[src/rtl/lrs_pkg.sv]
package lrs_pkg;

  typedef enum logic [3:0] {
    S_IDLE, S_CAP_RD, S_CAP_RDW, S_CAP_WR, S_CAP_WRW,
    S_CTL_RD, S_CTL_RDW, S_CTL_WR, S_CTL_WRW,
    S_STS_RD, S_STS_RDW, S_FINISH
  } lrs_state_e;

  localparam int unsigned LRS_DW       = 32;
  localparam logic [31:0] CAP_CLR_MASK = 32'h0003_F00F;
  localparam logic [31:0] CAP_TARGET   = 32'h0000_0002;
  localparam int unsigned RETRAIN_POS  = 5;
  localparam int unsigned TRAINING_POS = 11;

  function automatic logic [31:0] cap_update(input logic [31:0] v);
    return (v & ~CAP_CLR_MASK) | CAP_TARGET;
  endfunction

  function automatic logic [31:0] ctl_update(input logic [31:0] v);
    logic [15:0] lo;
    lo = v[15:0];
    lo[RETRAIN_POS] = 1'b1;
    return {16'h0, lo};
  endfunction

  function automatic logic sts_training(input logic [31:0] v);
    return v[TRAINING_POS];
  endfunction

  function automatic logic [3:0] sts_speed(input logic [31:0] v);
    return v[3:0];
  endfunction

  function automatic logic [4:0] sts_width(input logic [31:0] v);
    return v[8:4];
  endfunction

  // true when this busy read brings the busy count up to the limit
  function automatic logic timed_out(input logic [31:0] seen, input logic [31:0] lim);
    logic [31:0] eff;
    eff = (lim == 32'd0) ? 32'd1 : lim;
    return (seen + 32'd1) >= eff;
  endfunction

endpackage

[src/rtl/lrs_bus_master.sv]
module lrs_bus_master #(
  parameter int unsigned AW = 12
) (
  input  logic                      clk,
  input  logic                      rst_n,
  input  logic                      issue,
  input  logic                      issue_we,
  input  logic [AW-1:0]             issue_addr,
  input  logic [lrs_pkg::LRS_DW-1:0] issue_wdata,
  output logic                      bus_req,
  output logic                      bus_we,
  output logic [AW-1:0]             bus_addr,
  output logic [lrs_pkg::LRS_DW-1:0] bus_wdata,
  input  logic                      bus_ack,
  input  logic [lrs_pkg::LRS_DW-1:0] bus_rdata,
  output logic                      rsp_valid,
  output logic [lrs_pkg::LRS_DW-1:0] rsp_data
);

  always_ff @(posedge clk) begin
    if (!rst_n) begin
      bus_req   <= 1'b0;
      bus_we    <= 1'b0;
      bus_addr  <= '0;
      bus_wdata <= '0;
    end else if (bus_req && bus_ack) begin
      bus_req <= 1'b0;
    end else if (issue && !bus_req) begin
      bus_req   <= 1'b1;
      bus_we    <= issue_we;
      bus_addr  <= issue_addr;
      bus_wdata <= issue_wdata;
    end
  end

  assign rsp_valid = bus_req && bus_ack;
  assign rsp_data  = bus_rdata;

  // request fields frozen while waiting for ack
  a_r10_req_hold: assert property (@(posedge clk) disable iff (!rst_n)
    (bus_req && !bus_ack) |=> (bus_req && $stable(bus_addr) && $stable(bus_we) && $stable(bus_wdata)));

endmodule

[src/rtl/lrs_poll_timer.sv]
module lrs_poll_timer #(
  parameter int unsigned TW = 16
) (
  input  logic          clk,
  input  logic          rst_n,
  input  logic          clear,
  input  logic          busy_hit,
  input  logic [TW-1:0] limit,
  output logic          expired
);
  import lrs_pkg::*;

  logic [TW-1:0] seen_q;

  assign expired = busy_hit && timed_out(32'(seen_q), 32'(limit));

  always_ff @(posedge clk) begin
    if (!rst_n)                       seen_q <= '0;
    else if (clear)                   seen_q <= '0;
    else if (busy_hit && !expired)    seen_q <= seen_q + 1'b1;
  end

  // a non-expiring busy read always leaves the count below the limit
  a_r8_count_below_limit: assert property (@(posedge clk) disable iff (!rst_n)
    (busy_hit && !expired && !clear && $stable(limit)) |=> (32'(seen_q) < 32'(limit)));

endmodule

[src/rtl/lrs_link_report.sv]
module lrs_link_report (
  input  logic        clk,
  input  logic        rst_n,
  input  logic        clear,
  input  logic        load,
  input  logic [31:0] sts,
  output logic [3:0]  speed,
  output logic [4:0]  width
);
  import lrs_pkg::*;

  always_ff @(posedge clk) begin
    if (!rst_n || clear) begin
      speed <= '0;
      width <= '0;
    end else if (load) begin
      speed <= sts_speed(sts);
      width <= sts_width(sts);
    end
  end

  // capture follows the status word that ended the pass
  a_r6_capture: assert property (@(posedge clk) disable iff (!rst_n)
    (load && !clear) |=> (speed == $past(sts[3:0]) && width == $past(sts[8:4])));

  // outputs stay put between captures and starts
  a_r7_hold: assert property (@(posedge clk) disable iff (!rst_n)
    (!load && !clear) |=> ($stable(speed) && $stable(width)));

endmodule

[src/rtl/link_retrain_seq.sv]
module link_retrain_seq #(
  parameter int unsigned          AW       = 12,
  parameter int unsigned          TW       = 16,
  parameter int unsigned          PASSES   = 2,
  parameter logic [AW-1:0]        CAP_ADDR = 12'h010,
  parameter logic [AW-1:0]        CTL_ADDR = 12'h014,
  parameter logic [AW-1:0]        STS_ADDR = 12'h016
) (
  input  logic          clk,
  input  logic          rst_n,
  input  logic          start,
  input  logic [TW-1:0] timeout_lim,
  output logic          done,
  output logic          err,
  output logic [3:0]    link_speed,
  output logic [4:0]    link_width,
  output logic          bus_req,
  output logic          bus_we,
  output logic [AW-1:0] bus_addr,
  output logic [31:0]   bus_wdata,
  input  logic          bus_ack,
  input  logic [31:0]   bus_rdata
);
  import lrs_pkg::*;

  localparam int unsigned    PW   = $clog2(PASSES + 1);
  localparam logic [PW-1:0]  LAST = PW'(PASSES - 1);

  lrs_state_e     state, nstate;
  logic [31:0]    data_q;
  logic [PW-1:0]  pass_q;
  logic           err_q;

  logic           issue, issue_we;
  logic [AW-1:0]  issue_addr;
  logic [31:0]    issue_wdata;
  logic           rsp_valid;
  logic [31:0]    rsp_data;

  // named internal events
  logic start_evt, poll_rsp, busy_hit, pass_end, expired, timer_clear;

  assign start_evt   = start && (state == S_IDLE);
  assign poll_rsp    = (state == S_STS_RDW) && rsp_valid;
  assign busy_hit    = poll_rsp && sts_training(rsp_data);
  assign pass_end    = poll_rsp && !sts_training(rsp_data);
  assign timer_clear = (state == S_CTL_WR);

  always_comb begin
    issue       = 1'b0;
    issue_we    = 1'b0;
    issue_addr  = CAP_ADDR;
    issue_wdata = '0;
    unique case (state)
      S_CAP_RD: begin issue = 1'b1; end
      S_CAP_WR: begin issue = 1'b1; issue_we = 1'b1; issue_wdata = cap_update(data_q); end
      S_CTL_RD: begin issue = 1'b1; issue_addr = CTL_ADDR; end
      S_CTL_WR: begin issue = 1'b1; issue_we = 1'b1; issue_addr = CTL_ADDR;
                      issue_wdata = ctl_update(data_q); end
      S_STS_RD: begin issue = 1'b1; issue_addr = STS_ADDR; end
      default: ;
    endcase
  end

  always_comb begin
    nstate = state;
    unique case (state)
      S_IDLE:    if (start) nstate = S_CAP_RD;
      S_CAP_RD:  nstate = S_CAP_RDW;
      S_CAP_RDW: if (rsp_valid) nstate = S_CAP_WR;
      S_CAP_WR:  nstate = S_CAP_WRW;
      S_CAP_WRW: if (rsp_valid) nstate = S_CTL_RD;
      S_CTL_RD:  nstate = S_CTL_RDW;
      S_CTL_RDW: if (rsp_valid) nstate = S_CTL_WR;
      S_CTL_WR:  nstate = S_CTL_WRW;
      S_CTL_WRW: if (rsp_valid) nstate = S_STS_RD;
      S_STS_RD:  nstate = S_STS_RDW;
      S_STS_RDW: begin
        if (busy_hit)      nstate = expired ? S_FINISH : S_STS_RD;
        else if (pass_end) nstate = (pass_q == LAST) ? S_FINISH : S_CTL_RD;
      end
      S_FINISH:  nstate = S_IDLE;
      default:   nstate = S_IDLE;
    endcase
  end

  always_ff @(posedge clk) begin
    if (!rst_n) begin
      state  <= S_IDLE;
      data_q <= '0;
      pass_q <= '0;
      err_q  <= 1'b0;
    end else begin
      state <= nstate;
      if (rsp_valid && (state == S_CAP_RDW || state == S_CTL_RDW)) data_q <= rsp_data;
      if (start_evt)     pass_q <= '0;
      else if (pass_end) pass_q <= pass_q + 1'b1;
      if (start_evt)     err_q <= 1'b0;
      else if (expired)  err_q <= 1'b1;
    end
  end

  assign done = (state == S_FINISH);
  assign err  = err_q;

  lrs_bus_master #(.AW(AW)) u_bus (
    .clk(clk), .rst_n(rst_n),
    .issue(issue), .issue_we(issue_we), .issue_addr(issue_addr), .issue_wdata(issue_wdata),
    .bus_req(bus_req), .bus_we(bus_we), .bus_addr(bus_addr), .bus_wdata(bus_wdata),
    .bus_ack(bus_ack), .bus_rdata(bus_rdata),
    .rsp_valid(rsp_valid), .rsp_data(rsp_data)
  );

  lrs_poll_timer #(.TW(TW)) u_timer (
    .clk(clk), .rst_n(rst_n), .clear(timer_clear), .busy_hit(busy_hit),
    .limit(timeout_lim), .expired(expired)
  );

  lrs_link_report u_report (
    .clk(clk), .rst_n(rst_n), .clear(start_evt), .load(pass_end),
    .sts(rsp_data), .speed(link_speed), .width(link_width)
  );

  // done lasts one cycle
  a_r7_done_pulse: assert property (@(posedge clk) disable iff (!rst_n)
    done |=> !done);

  // no bus activity once a timeout has been flagged
  a_r8_quiet_after_error: assert property (@(posedge clk) disable iff (!rst_n)
    err |-> !bus_req);

  // pass counter never runs past the configured pass count
  a_r4_pass_limit: assert property (@(posedge clk) disable iff (!rst_n)
    32'(pass_q) <= PASSES);

  // a busy status read without timeout leads to another status read
  a_r5_keep_polling: assert property (@(posedge clk) disable iff (!rst_n)
    (busy_hit && !expired) |=> (state == S_STS_RD));

  // a start during a run never rewinds the pass count
  a_r11_start_ignored: assert property (@(posedge clk) disable iff (!rst_n)
    (start && state != S_IDLE) |=> (pass_q >= $past(pass_q)));

endmodule

[config.mk]
export PLATFORM = sky130hd
export DESIGN_NAME = link_retrain_seq
export DESIGN_NICKNAME = d
export VERILOG_FILES = /design/src/rtl/lrs_pkg.sv /design/src/rtl/lrs_bus_master.sv /design/src/rtl/lrs_poll_timer.sv /design/src/rtl/lrs_link_report.sv /design/src/rtl/link_retrain_seq.sv
export SDC_FILE = /design/constraint.sdc
export NUM_CORES = 1
export LEC_CHECK = 0
export ABC_AREA = 1
export BUFFER_PORTS_ARGS = -buffer_cell sky130_fd_sc_hd__buf_2
export CAP_MARGIN = 30
export CORE_UTILIZATION = 40
export CTS_CLUSTER_DIAMETER = 30
export DETAILED_ROUTE_END_ITERATION = 10
export GPL_TIMING_DRIVEN = 0
export HOLD_SLACK_MARGIN = 0.08
export SLEW_MARGIN = 10
export SYNTH_ARGS = -nofsm -noshare
export SYNTH_HDL_FRONTEND = slang
export SYNTH_SLANG_ARGS = --single-unit
export TNS_END_PERCENT = 30
[constraint.sdc]
create_clock -name clk -period 4 [get_ports clk]
set_input_delay 0.8 -clock clk [delete_from_list [all_inputs] [get_ports clk]]
set_output_delay 0.8 -clock clk [all_outputs]
set_load 0.02 [all_outputs]
# Yosys cells after proc, flatten, opt, wreduce, memory -nomap -nowiden
# Cells that the tools add are included.
[totals] register_bits=110 elab_cells=75 output_inout_bits=57 inputBits=52
[classes] order_cmp=1 addsub=3 bitwise_logic=2 n_mux=15 n_reduce_logical=25 n_eq_ne=18
[op_table] op="one-hot mux 32 bit (2 select lines)" n=1
[op_table] op="one-hot mux 4 bit (11 select lines)" n=1
[op_table] op="greater-or-equal comparator 32 bit" n=1
[op_table] op="two-way mux 4 bit" n=8
[op_table] op="adder 16 x 1 -> 17 bit, second input constant" n=1
[op_table] op="adder 16 x 1 -> 16 bit, second input constant" n=1
[op_table] op="equality test 4 x 3 -> 1 bit, second input constant" n=4
[op_table] op="equality test 4 bit, second input constant" n=4
[op_table] op="zero test 16 bit" n=1
[op_table] op="two-way mux 16 bit" n=1
[op_table] op="inequality test 2 bit, second input constant" n=5
[op_table] op="OR reduction 2 bit" n=5
[op_table] op="logical AND 1 bit" n=9
[op_table] op="equality test 4 x 2 -> 1 bit, second input constant" n=2
[op_table] op="one-hot mux 3 bit (2 select lines)" n=1
[op_table] op="AND reduction 6 bit" n=1
[op_table] op="OR reduction 5 bit" n=1
[op_table] op="equality test 4 x 1 -> 1 bit, second input constant" n=1
[op_table] op="zero test 1 bit" n=4
[op_table] op="zero test 4 bit" n=1
[op_table] op="inequality test 3 x 2 -> 1 bit, second input constant" n=1
[op_table] op="adder 2 x 1 -> 2 bit, second input constant" n=1
[op_table] op="equality test 2 x 1 -> 1 bit, second input constant" n=1
[op_table] op="logical OR 1 bit" n=2
[op_table] op="other kinds (4)" n=6

# Longest topological paths before layout
# Gate-level depths: netlist of run 1.
[logic_depth] depth_word=7 ltp_mapped=19 ltp_nobuf=19

# By module
# A second synthesis of run 1 with hierarchy kept.
[hier_totals] cells_unflattened=921 hier_area_um2=6103.4
[by_module_without_submodules] module="lrs_bus_master" seq_area_each_um2=920.9 n_inst=1 area_each_um2=2301.0 cells_each=328
[by_module_without_submodules] module="link_retrain_seq" seq_area_each_um2=740.7 n_inst=1 area_each_um2=1746.7 cells_each=248
[by_module_without_submodules] module="lrs_poll_timer" seq_area_each_um2=320.3 n_inst=1 area_each_um2=1740.4 cells_each=305
[by_module_without_submodules] module="lrs_link_report" seq_area_each_um2=180.2 n_inst=1 area_each_um2=315.3 cells_each=40

# Worst setup path before layout of run 1
# OpenSTA, ideal clock, no wires.
[synth_timing] path_kind="flip-flop to flip-flop" startpoint="register u_timer.seen_q[2]" endpoint="register u_timer.seen_q[8]" setup_time_ps=66 synth_period_minus_slack_ps=2494 t_arrival_ps=2428 required_time_ps=3934 stages_incl_launch_ff=20 path_buffers=1 slack_ps=1506 path_cell_list="dfxtp_1 > nand3_2 > nor3_4 > nand2_1 > nor2_1 > xor2_1 > inv_1 > ha_1 > nand2_1 > inv_1 > nand2_1 > nor2_1 > nand2_1 > nand3_1 > nor2_2 > nand3_4 > inv_4 > buf_6 > nand2_1 > a21oi_2"
[synth_via] elab_chain_cells=5 elab_cells_between_ends=6 classes_between="add/sub (2); order compare (1); reduce/logical (3)"
[synth_rtl] element="start: declaration" line_no="lrs_poll_timer.sv:13" text="logic [TW-1:0] seen_q;"
[synth_rtl] element="start signal: assignment" line_no="lrs_poll_timer.sv:20" text="else if (busy_hit && !expired) seen_q <= seen_q + 1'b1;"
[synth_rtl] element="adder 16 x 1 -> 17 bit" line_no="lrs_pkg.sv:42" text="return (seen + 32'd1) >= eff;"
[synth_rtl] element="greater-or-equal comparator 32 bit" line_no="lrs_pkg.sv:42"
[synth_rtl] element="logical AND 1 bit" line_no="lrs_poll_timer.sv:15" text="assign expired = busy_hit && timed_out(32'(seen_q), 32'(limit));"
[synth_rtl] element="zero test 1 bit" line_no="lrs_poll_timer.sv:20"
[synth_rtl] element="logical AND 1 bit" line_no="lrs_poll_timer.sv:20"
# Several ways; a longest one is shown, not always the timed one.
# A chain may end at the register's enable or synchronous reset.

# Worst setup path after layout of run 1
[layout_timing] startpoint="register u_timer.seen_q[0]" endpoint="register u_timer.seen_q[12]"
# Same word-level chain as after synthesis.

==> metrics.txt, run 1 <==
status=finished, final reports clean; cell row count=38; Final Slew Violations=0; Total Nets Final=797; initial DRC count=248; die area=0.0117 mm^2; sequential share of the synthesized area=0.430; setup TNS=0 ns; storage element area=0.00194 mm^2; GRT busiest layer=met2; setup repair bufs after CTS=0; worst vdd ir=0.000202 V; setup slack, reg-to-reg=1.05 ns; total gr overflow=0; Worst Path Required=4.27 ns; worst setup path category=reg2reg; commonest non-fill, non-tap cell in the layout=nand2_1; crit path launch type=register; P_leak=2.60 nW; Synth Warn #=0; H-tree levels=3; Clk pwr share=0.406; Post-Route WL=11.1 mm; maximum buffer depth of the clock tree=2; vias in the first global route=3,926; Placed Cells=856; Antenna diodes=0; Synth Register Bits=97; TritonCTS Sinks=97; slew margin rel.=0.619; largest net degree at the start of global routing=18; RR Startpoint=u_timer.seen_q[0]; Num CTS Buffers=9; most frequent cells in the layout=nand2_1, buf_2, dfxtp_1; Die Wd=108 um; Final ANT Viol Nets=0; Reg power frac=0.461; cell-internal power=1.59 mW; pin slew with the least headroom to its limit=0.566 ns; R2R cell count=19; FF-to-FF End=u_timer.seen_q[12]; insertion delay to the later sink of the worst-skew pair=0.34 ns; Post-CTS Hold Buffers=0; Critical Path End Type=register; share of cells above drive strength 1=0.230; Initial Utilization=0.413; Core Util, Final=0.505; clock skew=0.0113 ns; GRT Total Usage=0.200; area of the multi-input gates=0.00219 mm^2; crit path DAT=3.23 ns; Post-Syn Area=0.00452 mm^2; number of distinct library cells after synthesis=36; final hold violation count=0; DRC violations left=0; input/output buffers=94; root buf cell=clkbuf_16; Period minus WS final=2.95 ns; Crit Path Max Fanout=10; Comb pwr share=0.133; switch share=0.276; post-CTS sizing=0; max_cap viols=0; Highest Clock Rate=339 MHz; First-pass DRT Iterations=5; GP Congestion=0.846; sw power=607 uW; fin cells=872; CTS tree=built; # IOs=109; worst hold stages=2; Die Span Y=108 um; met1 Usage GRT=0.253; Pwr Density=398 mW/mm^2; Worst-path clk slew=0.07 ns; setup violators final=0; drt wl/cell=12.7 um; Synth Area per Inst=7.38 um^2; DR vias=4,152; fillers=1,134; worst min path class=reg2reg; placed wire-length estimate=8.44 mm; met3 Use GR=0.0512; initial antenna violation count=0; Syn Inst Count=612; RSZ-0062 raised after global routing=false; Hold Path End=u_bus.bus_wdata[11]; hold_sp=data_q[11]; core area=0.0109 mm^2; GR Util met2=0.336; first-pass GRT wire length=18.4 mm; DR vias/cell=4.76; Area growth, synth to finish=22.1%; period utilization=0.738
worst max-delay path by stage:
stage / startpoint / end / slack [ns] / cells past startpoint
final: u_timer.seen_q[0] / u_timer.seen_q[12] / 1.05 / 19
after global routing: u_timer.seen_q[2] / u_timer.seen_q[8] / 0.72 / 19
after CTS: u_timer.seen_q[2] / u_timer.seen_q[12] / 0.98 / 19
after detailed placement: timeout_lim[13] / u_timer.seen_q[12] / 0.69 / 16
after global placement: timeout_lim[13] / u_timer.seen_q[12] / 0.74 / 16
after floorplan: u_timer.seen_q[2] / u_timer.seen_q[8] / 1.51 / 19
area by class of cell:
class,count,share of cell area
clock buffer,10,0.0433
multi-input combinational,432,0.397
sequential,97,0.352
clock inverter,6,0.0143
buffer,36,0.0372
inverter,57,0.0392
timing repair buffer,94,0.0852
tap,140,0.0317
stage by stage:
step	area [um^2]	setup WS [ns]	power [mW]	hold WS, ns
floorplan	4560	1.51	1.23	0.437
global placement	5200	0.740	1.32	0.446
detailed placement	5200	0.691	1.33	0.453
CTS	5520	0.976	2.22	0.465
global route	5520	0.719	2.30	0.483
finish	5520	1.05	2.20	0.464
power groups by stage:
| stage | Sequential (mW) | Clock (mW) | Combinational, mW |
|---|---|---|---|
| 2_1_floorplan | 1.04 | 0 | 0.187 |
| 3_3_place_gp | 1.03 | 0 | 0.287 |
| 3_5_place_dp | 1.03 | 0 | 0.292 |
| 4_1_cts | 1.01 | 0.912 | 0.294 |
| 5_1_grt | 1.02 | 0.950 | 0.329 |
| 6_report | 1.01 | 0.892 | 0.293 |
synthesized netlist by cell type:
library cell / number / area share
nand2_1: 133 / 0.11
clkinv_1: 1 / 0.00083
nand2_2: 6 / 0.0083
nor3_1: 2 / 0.0022
a21oi_2: 8 / 0.016
nor3_4: 1 / 0.0036
inv_2: 8 / 0.0066
nor2_1: 85 / 0.071
nor4_1: 4 / 0.0055
buf_4: 12 / 0.020
nand3_2: 2 / 0.0044
inv_4: 1 / 0.0014
xor2_1: 10 / 0.019
o21ai_0: 38 / 0.042
a31oi_1: 1 / 0.0014
or2_0: 1 / 0.0014
conb_1: 1 / 0.00083
nand3_4: 1 / 0.0039
nor2_4: 3 / 0.0075
inv_1: 47 / 0.039
a211oi_1: 2 / 0.0033
a21oi_1: 60 / 0.066
buf_2: 8 / 0.0089
or2_2: 1 / 0.0014
ha_1: 18 / 0.050
nand4_1: 3 / 0.0042
o21bai_1: 1 / 0.0017
dfxtp_1: 97 / 0.43
xnor2_1: 3 / 0.0058
nand3_1: 27 / 0.030
nor2_2: 5 / 0.0069
clkbuf_1: 14 / 0.012
buf_6: 2 / 0.0050
o21a_1: 3 / 0.0050
a41o_1: 1 / 0.0022
nand3b_1: 2 / 0.0033
flip-flops by register name, indices dropped and copies added, names as in the netlist, 2 cells and up:
| register | count |
|---|---|
| state | 4 |
| u_report.width | 5 |
| data_q | 30 |
| u_bus.bus_addr | 3 |
| u_report.speed | 4 |
| u_bus.bus_wdata | 30 |
| u_timer.seen_q | 16 |
| pass_q | 2 |
worst max-delay path, stage by stage, from the launching register on:
cell and delay (ns):
dfxtp_1 0.40, ha_1 0.23, nand2_2 0.09, nor2_4 0.13
nand3_2 0.13, nor2_1 0.13, xor2_1 0.29, ha_1 0.29
nand2_1 0.08, inv_2 0.04, nand2_1 0.07, nor2_1 0.06
nand2_1 0.05, nand3_1 0.08, nor2_2 0.16, nand3_4 0.17
inv_4 0.13, buf_6 0.15, nand2_1 0.08, a21oi_2 0.11
per-layer routing:
layer,up-vias,part of all wire
li1,2177,-
met5,-,0
met1,1857,0.47
met3,13,0.058
met4,0,0.013
met2,105,0.46
kinds of logic after synthesis:
kind of cell | synth area share
buf+inv | 0.0933
other cells | 0.000830
flops | 0.430
xor+xnor | 0.0252
compound gates | 0.138
fa+ha+maj | 0.0498
simple gates | 0.264
(Power assumes the default switching activity.)
==> run 2: changes to the inputs <==
Settings changed: ABC_AREA 1 to 0.
Clock period 4 ns to 2.55 ns, I/O delays scaled along.
==> run 2 against run 1 <==
Effect of this change: the run now ends with negative setup slack left; synthesized area is 1.3% higher; sequential power grew 54%; worst hold slack lost 0.061 ns; critical path depth fell by 5; core utilization increased by 4.6 points; first-iteration DRC count rose by 16%; sequential share of layout area fell by 2.6 points; clock-buffer cell count shrank 1; register-to-register slack got worse by 1.7 ns.
==> metrics.txt, run 2 <==
status=complete, but fails checks (was finished, final reports clean); failing checks=negative setup slack; Top Registers=data_q: 30 flops, u_bus.bus_wdata: 30 flops, u_timer.seen_q: 16 flops (unchanged); input/output buffers=95 (was 94); GR Util met2=0.355 (was 0.336); multiplexer share of the synthesized area=0.0284 (was 0); GRT Total Usage=0.220 (was 0.200); Die Span Y=109 um (was 108 um); Final Slew Violations=0 (unchanged); XOR/XNOR Fraction of Synth Area=0.0287 (was 0.0252); Area growth, synth to finish=32.2% (was 22.1%); Period minus WS final=3.25 ns (was 2.95 ns); pre-CTS WS=-1.16 ns (was 0.691 ns); post-route cell area=0.00605 mm^2 (was 0.00552 mm^2); crit path launch type=register (unchanged); Synth Warn #=0 (unchanged); Post-Route WL=12.6 mm (was 11.1 mm); root buf cell=clkbuf_16 (unchanged); crit path cell chain=nand4_1, buf_6, nor4_4, and4_4, xnor2_2, ha_1, buf_6, nand4_1, buf_6, a2111oi_4, or4_4, buf_6, or3_4, mux2i_1 (was ha_1, nand2_2, nor2_4, nand3_2, nor2_1, xor2_1, ha_1, nand2_1, inv_2, nand2_1, nor2_1, nand2_1, nand3_1, nor2_2, nand3_4, inv_4, buf_6, nand2_1, a21oi_2); Min Hold Slack=0.402 ns (was 0.464 ns); drt wl/cell=15.1 um (was 12.7 um); max_cap viols=0 (unchanged); DP Area=0.00533 mm^2 (was 0.00520 mm^2); TritonCTS Sinks=97 (unchanged); Core Util, Final=0.551 (was 0.505); Initial Utilization=0.417 (was 0.413); Placed Cells=799 (was 856); Pwr Total=3.33 mW (was 2.20 mW); initial antenna violation count=0 (unchanged); number of distinct library cells after synthesis=58 (was 36); H-tree levels=3 (unchanged); Post-CTS Hold Buffers=0 (unchanged); first-pass GRT wire length=20.5 mm (was 18.4 mm); Worst-path clk slew=0.07 ns (about the same); slew margin rel.=0.468 (was 0.619); Critical Path End Type=register (unchanged); largest family of logic cells by synthesized area=simple AND/OR/NAND/NOR gates (unchanged); fin cells=839 (was 872); setup violators final=18 (was 0); Simple-Gate Fraction of Synth Area=0.225 (was 0.264); initial DRC count=287 (was 248); Highest Clock Rate=308 MHz (was 339 MHz); Adder-Cell Fraction of Synth Area=0.0492 (was 0.0498); setup TNS=-10.24 ns (was 0 ns); Die Wd=109 um (was 108 um); worst hold stages=3 (was 2); Compound-Gate Fraction of Synth Area=0.178 (was 0.138); cell-internal power=2.38 mW (was 1.59 mW); Crit Path Max Fanout=6 (was 10); switch share=0.285 (was 0.276); die area=0.0119 mm^2 (was 0.0117 mm^2); cell row count=38 (unchanged); Comb pwr share=0.147 (was 0.133); DR vias=4,430 (was 4,152); R2R cell count=14 (was 19); Pwr Density=550 mW/mm^2 (was 398 mW/mm^2); met1 Usage GRT=0.301 (was 0.253); crit-path max cell delay=0.54 ns (was 0.40 ns); met3 Use GR=0.0406 (was 0.0512); GRT busiest layer=met2 (unchanged); Antenna diodes=0 (unchanged); Synth Area per Inst=8.28 um^2 (was 7.38 um^2); clock skew=0.00847 ns (was 0.0113 ns); worst vdd ir=0.000453 V (was 0.000202 V); largest net degree at the start of global routing=18 (unchanged); worst setup margin=-0.698 ns (was 1.05 ns); Clk pwr share=0.384 (was 0.406); Post-synth EDFFs=0 (unchanged); Synth Register Bits=97 (unchanged); period utilization=1.27 (was 0.738); Worst Path Required=2.77 ns (was 4.27 ns); total gr overflow=0 (unchanged); CTS tree=built (unchanged); crit path DAT=3.47 ns (was 3.23 ns); insertion delay to the later sink of the worst-skew pair=0.34 ns (about the same); maximum buffer depth of the clock tree=2 (unchanged); commonest non-fill, non-tap cell in the layout=buf_2 (was nand2_1); area leader, netlist=dfxtp_1 (unchanged); Reg power frac=0.470 (was 0.461); sw power=947 uW (was 607 uW); synth top area cells=dfxtp_1, nand2_1, a21oi_1 (was dfxtp_1, nand2_1, nor2_1); final hold violation count=0 (unchanged); CP dominant cell by count=buf_6 (was nand2_1); post-synthesis async set-or-reset flop share=0 (unchanged); most frequent cells in the layout=buf_2, dfxtp_1, nand2_1 (was nand2_1, buf_2, dfxtp_1); RSZ-0062 raised after global routing=true (was false); sequential share of the synthesized area=0.424 (was 0.430); # IOs=109 (unchanged); most frequent cell after synthesis=dfxtp_1 (was nand2_1); share of the synthesized area in the top cell type=0.424 (was 0.430); vias in the first global route=4,283 (was 3,926); Post-synth top cells=dfxtp_1, nand2_1, nor2_1 (was nand2_1, dfxtp_1, nor2_1); Final ANT Viol Nets=0 (unchanged); DR vias/cell=5.28 (was 4.76); DRC violations left=0 (unchanged); prevailing post-synth register cell=dfxtp_1 (unchanged); placed wire-length estimate=9.21 mm (was 8.44 mm); Num CTS Buffers=9 (unchanged); CP max-delay cell=or4_4 (was dfxtp_1); worst setup path category=reg2reg (unchanged); core area=0.0110 mm^2 (was 0.0109 mm^2); share of cells above drive strength 1=0.298 (was 0.230); First-pass DRT Iterations=4 (was 5); GP Congestion=0.822 (was 0.846); Post-Syn Area=0.00458 mm^2 (was 0.00452 mm^2); P_leak=2.56 nW (was 2.60 nW); Syn Inst Count=553 (was 612); pin slew with the least headroom to its limit=0.792 ns (was 0.566 ns); Total Nets Final=765 (was 797); worst min path class=in2reg (was reg2reg)
==> run 2: critical path, delay by kind of cell, from the launching register on <==
kind                       cells  cell delay [ns]
and+or+nand+nor                6             1.65
buffers and inverters          4             0.56
DFF                            1             0.38
adders and majority gates      1             0.26
muxes                          1             0.12
xor gates and xnor gates       1             0.10
AOI/OAI and AO/OA              1             0.05
==> run 2: power groups by stage <==
stage | combinational, mW | clock, mW | sequential [mW]
global route | 0.544 | 1.36 | 1.57
floorplan | 0.301 | 0 | 1.62
detailed placement | 0.475 | 0 | 1.61
CTS | 0.479 | 1.31 | 1.57
finish | 0.488 | 1.28 | 1.56
global placement | 0.464 | 0 | 1.61
==> run 2: metal layers <==
metal | part of all wire | vias up
met4 | 0.013 | 0
li1 | - | 2206
met2 | 0.47 | 122
met3 | 0.063 | 12
met1 | 0.46 | 2090
met5 | 0 | -
==> run 2: final cells by class <==
cell class	instances	area (um^2)
Fill cell	1025	4930
Multi-Input combinational cell	401	2600
Sequential cell	97	1970
Timing Repair Buffer	122	718
Clock buffer	9	225
Buffer	40	216
Tap cell	140	175
Inverter	24	90.1
Clock inverter	6	53.8
==> run 2: logic make-up after synthesis <==
group,after synthesis
AND/OR/NAND/NOR,219
buffers and inverters,66
multiplexers,13
other,1
XOR/XNOR,15
flip-flops,97
adder cells (fa/ha/maj),18
AO/OA/AOI/OAI,124
==> run 2: worst paths after layout <==
path	start	end	slack [ns]
worst min register to register	u_bus.bus_wdata[5]	u_bus.bus_wdata[5]	0.45
worst max-delay path	u_timer.seen_q[6]	u_timer.seen_q[8]	-0.70
worst min-delay path	bus_rdata[12]	data_q[12]	0.40
worst max register to register	u_timer.seen_q[6]	u_timer.seen_q[8]	-0.70
==> run 2: what timing repair did <==
item / 4_1_cts / 5_1_grt
cloned: 1 / 2
gates resized for setup: 30 / 30
setup buffers: 17 / 7
pin swaps: 21 / 24
endpoints found under the setup margin: 18 / 27
==> run 3: changes to the inputs <==
Clock period 2.55 ns to 3.34 ns, I/O delays scaled along.
==> run 3 against run 2 <==
Effect of this change: critical path depth unchanged; the flow still finishes with violations (negative setup slack); clock skew about the same; global-route usage down 0.17 points; cell count down 0.83%; non-clock buffer count down 6; critical path type unchanged; combinational power down 24%; flip-flop and latch count unchanged; via count up 0.20%; highest routed layer unchanged; first-iteration DRC count up 20%.
==> metrics.txt, run 3 (synthesized netlist as in run 2, its figures left out) <==
crit path DAT=3.66 ns (was 3.47 ns); root buf cell=clkbuf_16 (unchanged); sw power=711 uW (was 947 uW); share of cells above drive strength 1=0.277 (was 0.298); H-tree levels=3 (unchanged); most frequent cells in the layout=buf_2, dfxtp_1, nand2_1 (unchanged); Pwr Density=442 mW/mm^2 (was 550 mW/mm^2); GRT Total Usage=0.218 (was 0.220); GP Congestion=0.850 (was 0.822); Post-CTS Hold Buffers=0 (unchanged); Clk pwr share=0.401 (was 0.384); First-pass DRT Iterations=5 (was 4); insertion delay to the later sink of the worst-skew pair=0.34 ns (about the same); GR Util met2=0.349 (was 0.355); setup TNS=-0.426 ns (was -10.24 ns); Critical Path End Type=register (unchanged); TritonCTS Sinks=97 (unchanged); placed wire-length estimate=9.10 mm (was 9.21 mm); failing checks=negative setup slack (unchanged); initial antenna violation count=0 (unchanged); DRC violations left=0 (unchanged); setup violators final=7 (was 18); Core Util, Final=0.540 (was 0.551); drt wl/cell=15.3 um (was 15.1 um); vias in the first global route=4,188 (was 4,283); Comb pwr share=0.142 (was 0.147); final hold violation count=0 (unchanged); storage element area=0.00196 mm^2 (was 0.00197 mm^2); Period minus WS final=3.44 ns (was 3.25 ns); worst min path class=reg2reg (was in2reg); total gr overflow=0 (unchanged); switch share=0.271 (was 0.285); Final Slew Violations=0 (unchanged); maximum buffer depth of the clock tree=2 (unchanged); Die Wd=109 um (unchanged); DR vias=4,439 (was 4,430); P_leak=2.54 nW (was 2.56 nW); CP startpoint=u_timer.seen_q[7] (was u_timer.seen_q[6]); die area=0.0119 mm^2 (unchanged); GRT busiest layer=met2 (unchanged); largest net degree at the start of global routing=17 (was 18); Min Hold Slack=0.447 ns (was 0.402 ns); cell row count=38 (unchanged); Pwr Total=2.62 mW (was 3.33 mW); Reg power frac=0.457 (was 0.470); Initial Utilization=0.417 (unchanged); fin cells=832 (was 839); commonest non-fill, non-tap cell in the layout=buf_2 (unchanged); slew margin rel.=0.328 (was 0.468); status=complete, but fails checks (unchanged); core area=0.0110 mm^2 (unchanged); Antenna diodes=0 (unchanged); crit path launch type=register (unchanged); max_cap viols=0 (unchanged); worst vdd ir=0.000276 V (was 0.000453 V); Highest Clock Rate=291 MHz (was 308 MHz); fillers=1,059 (was 1,025); area of the multi-input gates=0.00253 mm^2 (was 0.00260 mm^2); Num CTS Buffers=9 (unchanged); first-pass GRT wire length=20.0 mm (was 20.5 mm); worst setup margin=-0.0978 ns (was -0.698 ns); met1 Usage GRT=0.287 (was 0.301); Total Nets Final=758 (was 765); worst hold stages=2 (was 3); DR vias/cell=5.34 (was 5.28); hold_sp=u_bus.bus_addr[4] (was bus_rdata[12]); Worst-path clk slew=0.07 ns (about the same); R2R cell count=14 (unchanged); Top Registers=data_q: 30 flops, u_bus.bus_wdata: 30 flops, u_timer.seen_q: 16 flops (unchanged); met3 Use GR=0.0544 (was 0.0406); # IOs=109 (unchanged); Area growth, synth to finish=29.6% (was 32.2%); Die Span Y=109 um (unchanged); cell-internal power=1.91 mW (was 2.38 mW); Post-Route WL=12.7 mm (was 12.6 mm); Crit Path Max Fanout=6 (unchanged); pin slew with the least headroom to its limit=0.998 ns (was 0.792 ns); input/output buffers=95 (unchanged); CTS tree=built (unchanged); Placed Cells=799 (unchanged); clock skew=0.00836 ns (was 0.00847 ns); period utilization=1.03 (was 1.27); Worst Path Required=3.56 ns (was 2.77 ns); RSZ-0062 raised after global routing=true (unchanged); RR Startpoint=u_timer.seen_q[7] (was u_timer.seen_q[6]); initial DRC count=345 (was 287); Final ANT Viol Nets=0 (unchanged); worst setup path category=reg2reg (unchanged)
## run 3: cell types whose count changed in the layout (fill, tap and decap cells not counted), sizes merged
cell / before / now
buf: 138 / 133
clkinvlp: 2 / 0
bufinv: 0 / 1
nand2: 87 / 86
## run 3: stage by stage
step	instance area [um^2]	setup WS (ns)
2_1_floorplan	4620	0.0779
3_3_place_gp	5270	-0.537
3_5_place_dp	5280	-0.634
4_1_cts	5790	0.000877
5_1_grt	5930	-0.210
6_report	5930	-0.0978
## run 3: repair_timing
item / CTS / global route
pin swaps: 11 / 13
cloned: 1 / 0
setup endpoints to repair: 18 / 18
gates resized for setup: 27 / 24
buffers inserted: 10 / 9
## run 3: layout make-up
type                            instances  share of cell area
Timing Repair Buffer                  116               0.112
Buffer                                 40              0.0358
Clock inverter                          5              0.0103
Clock buffer                           10              0.0403
Sequential cell                        97               0.331
Inverter                               24              0.0152
Multi-Input combinational cell        400               0.427
Tap cell                              140              0.0295
## run 3: path summary, 6_finish.rpt
path	end	slack, ns
worst max-delay path	u_timer.seen_q[5]	-0.1
worst min-delay path	u_bus.bus_addr[4]	0.45
worst max register to register	u_timer.seen_q[5]	-0.1
worst min register to register	u_bus.bus_addr[4]	0.45
## run 3: critical path: stages (launching register included)
cell and delay [ns]:
dfxtp_4 0.37, nand4_1 0.20, buf_4 0.22, nor4_4 0.28
buf_4 0.19, nand3_4 0.08, xnor2_2 0.16, ha_2 0.18
a21o_1 0.14, a21o_1 0.17, and2_4 0.18, or4_4 0.55
buf_8 0.17, or3_4 0.32, mux2i_1 0.12
## run 3: power groups by stage
stage / Clock [mW] / Combinational (mW) / Sequential (mW)
after floorplan: 0 / 0.230 / 1.24
after global placement: 0 / 0.354 / 1.23
after detailed placement: 0 / 0.364 / 1.23
after CTS: 1.07 / 0.365 / 1.20
after global routing: 1.12 / 0.408 / 1.20
final: 1.05 / 0.372 / 1.20
## run 3: metal layers
layer | routed length [um] | vias up
li1 | - | 2177
met1 | 5720 | 2081
met2 | 5880 | 162
met3 | 903 | 19
met4 | 235 | 0
met5 | 0 | -
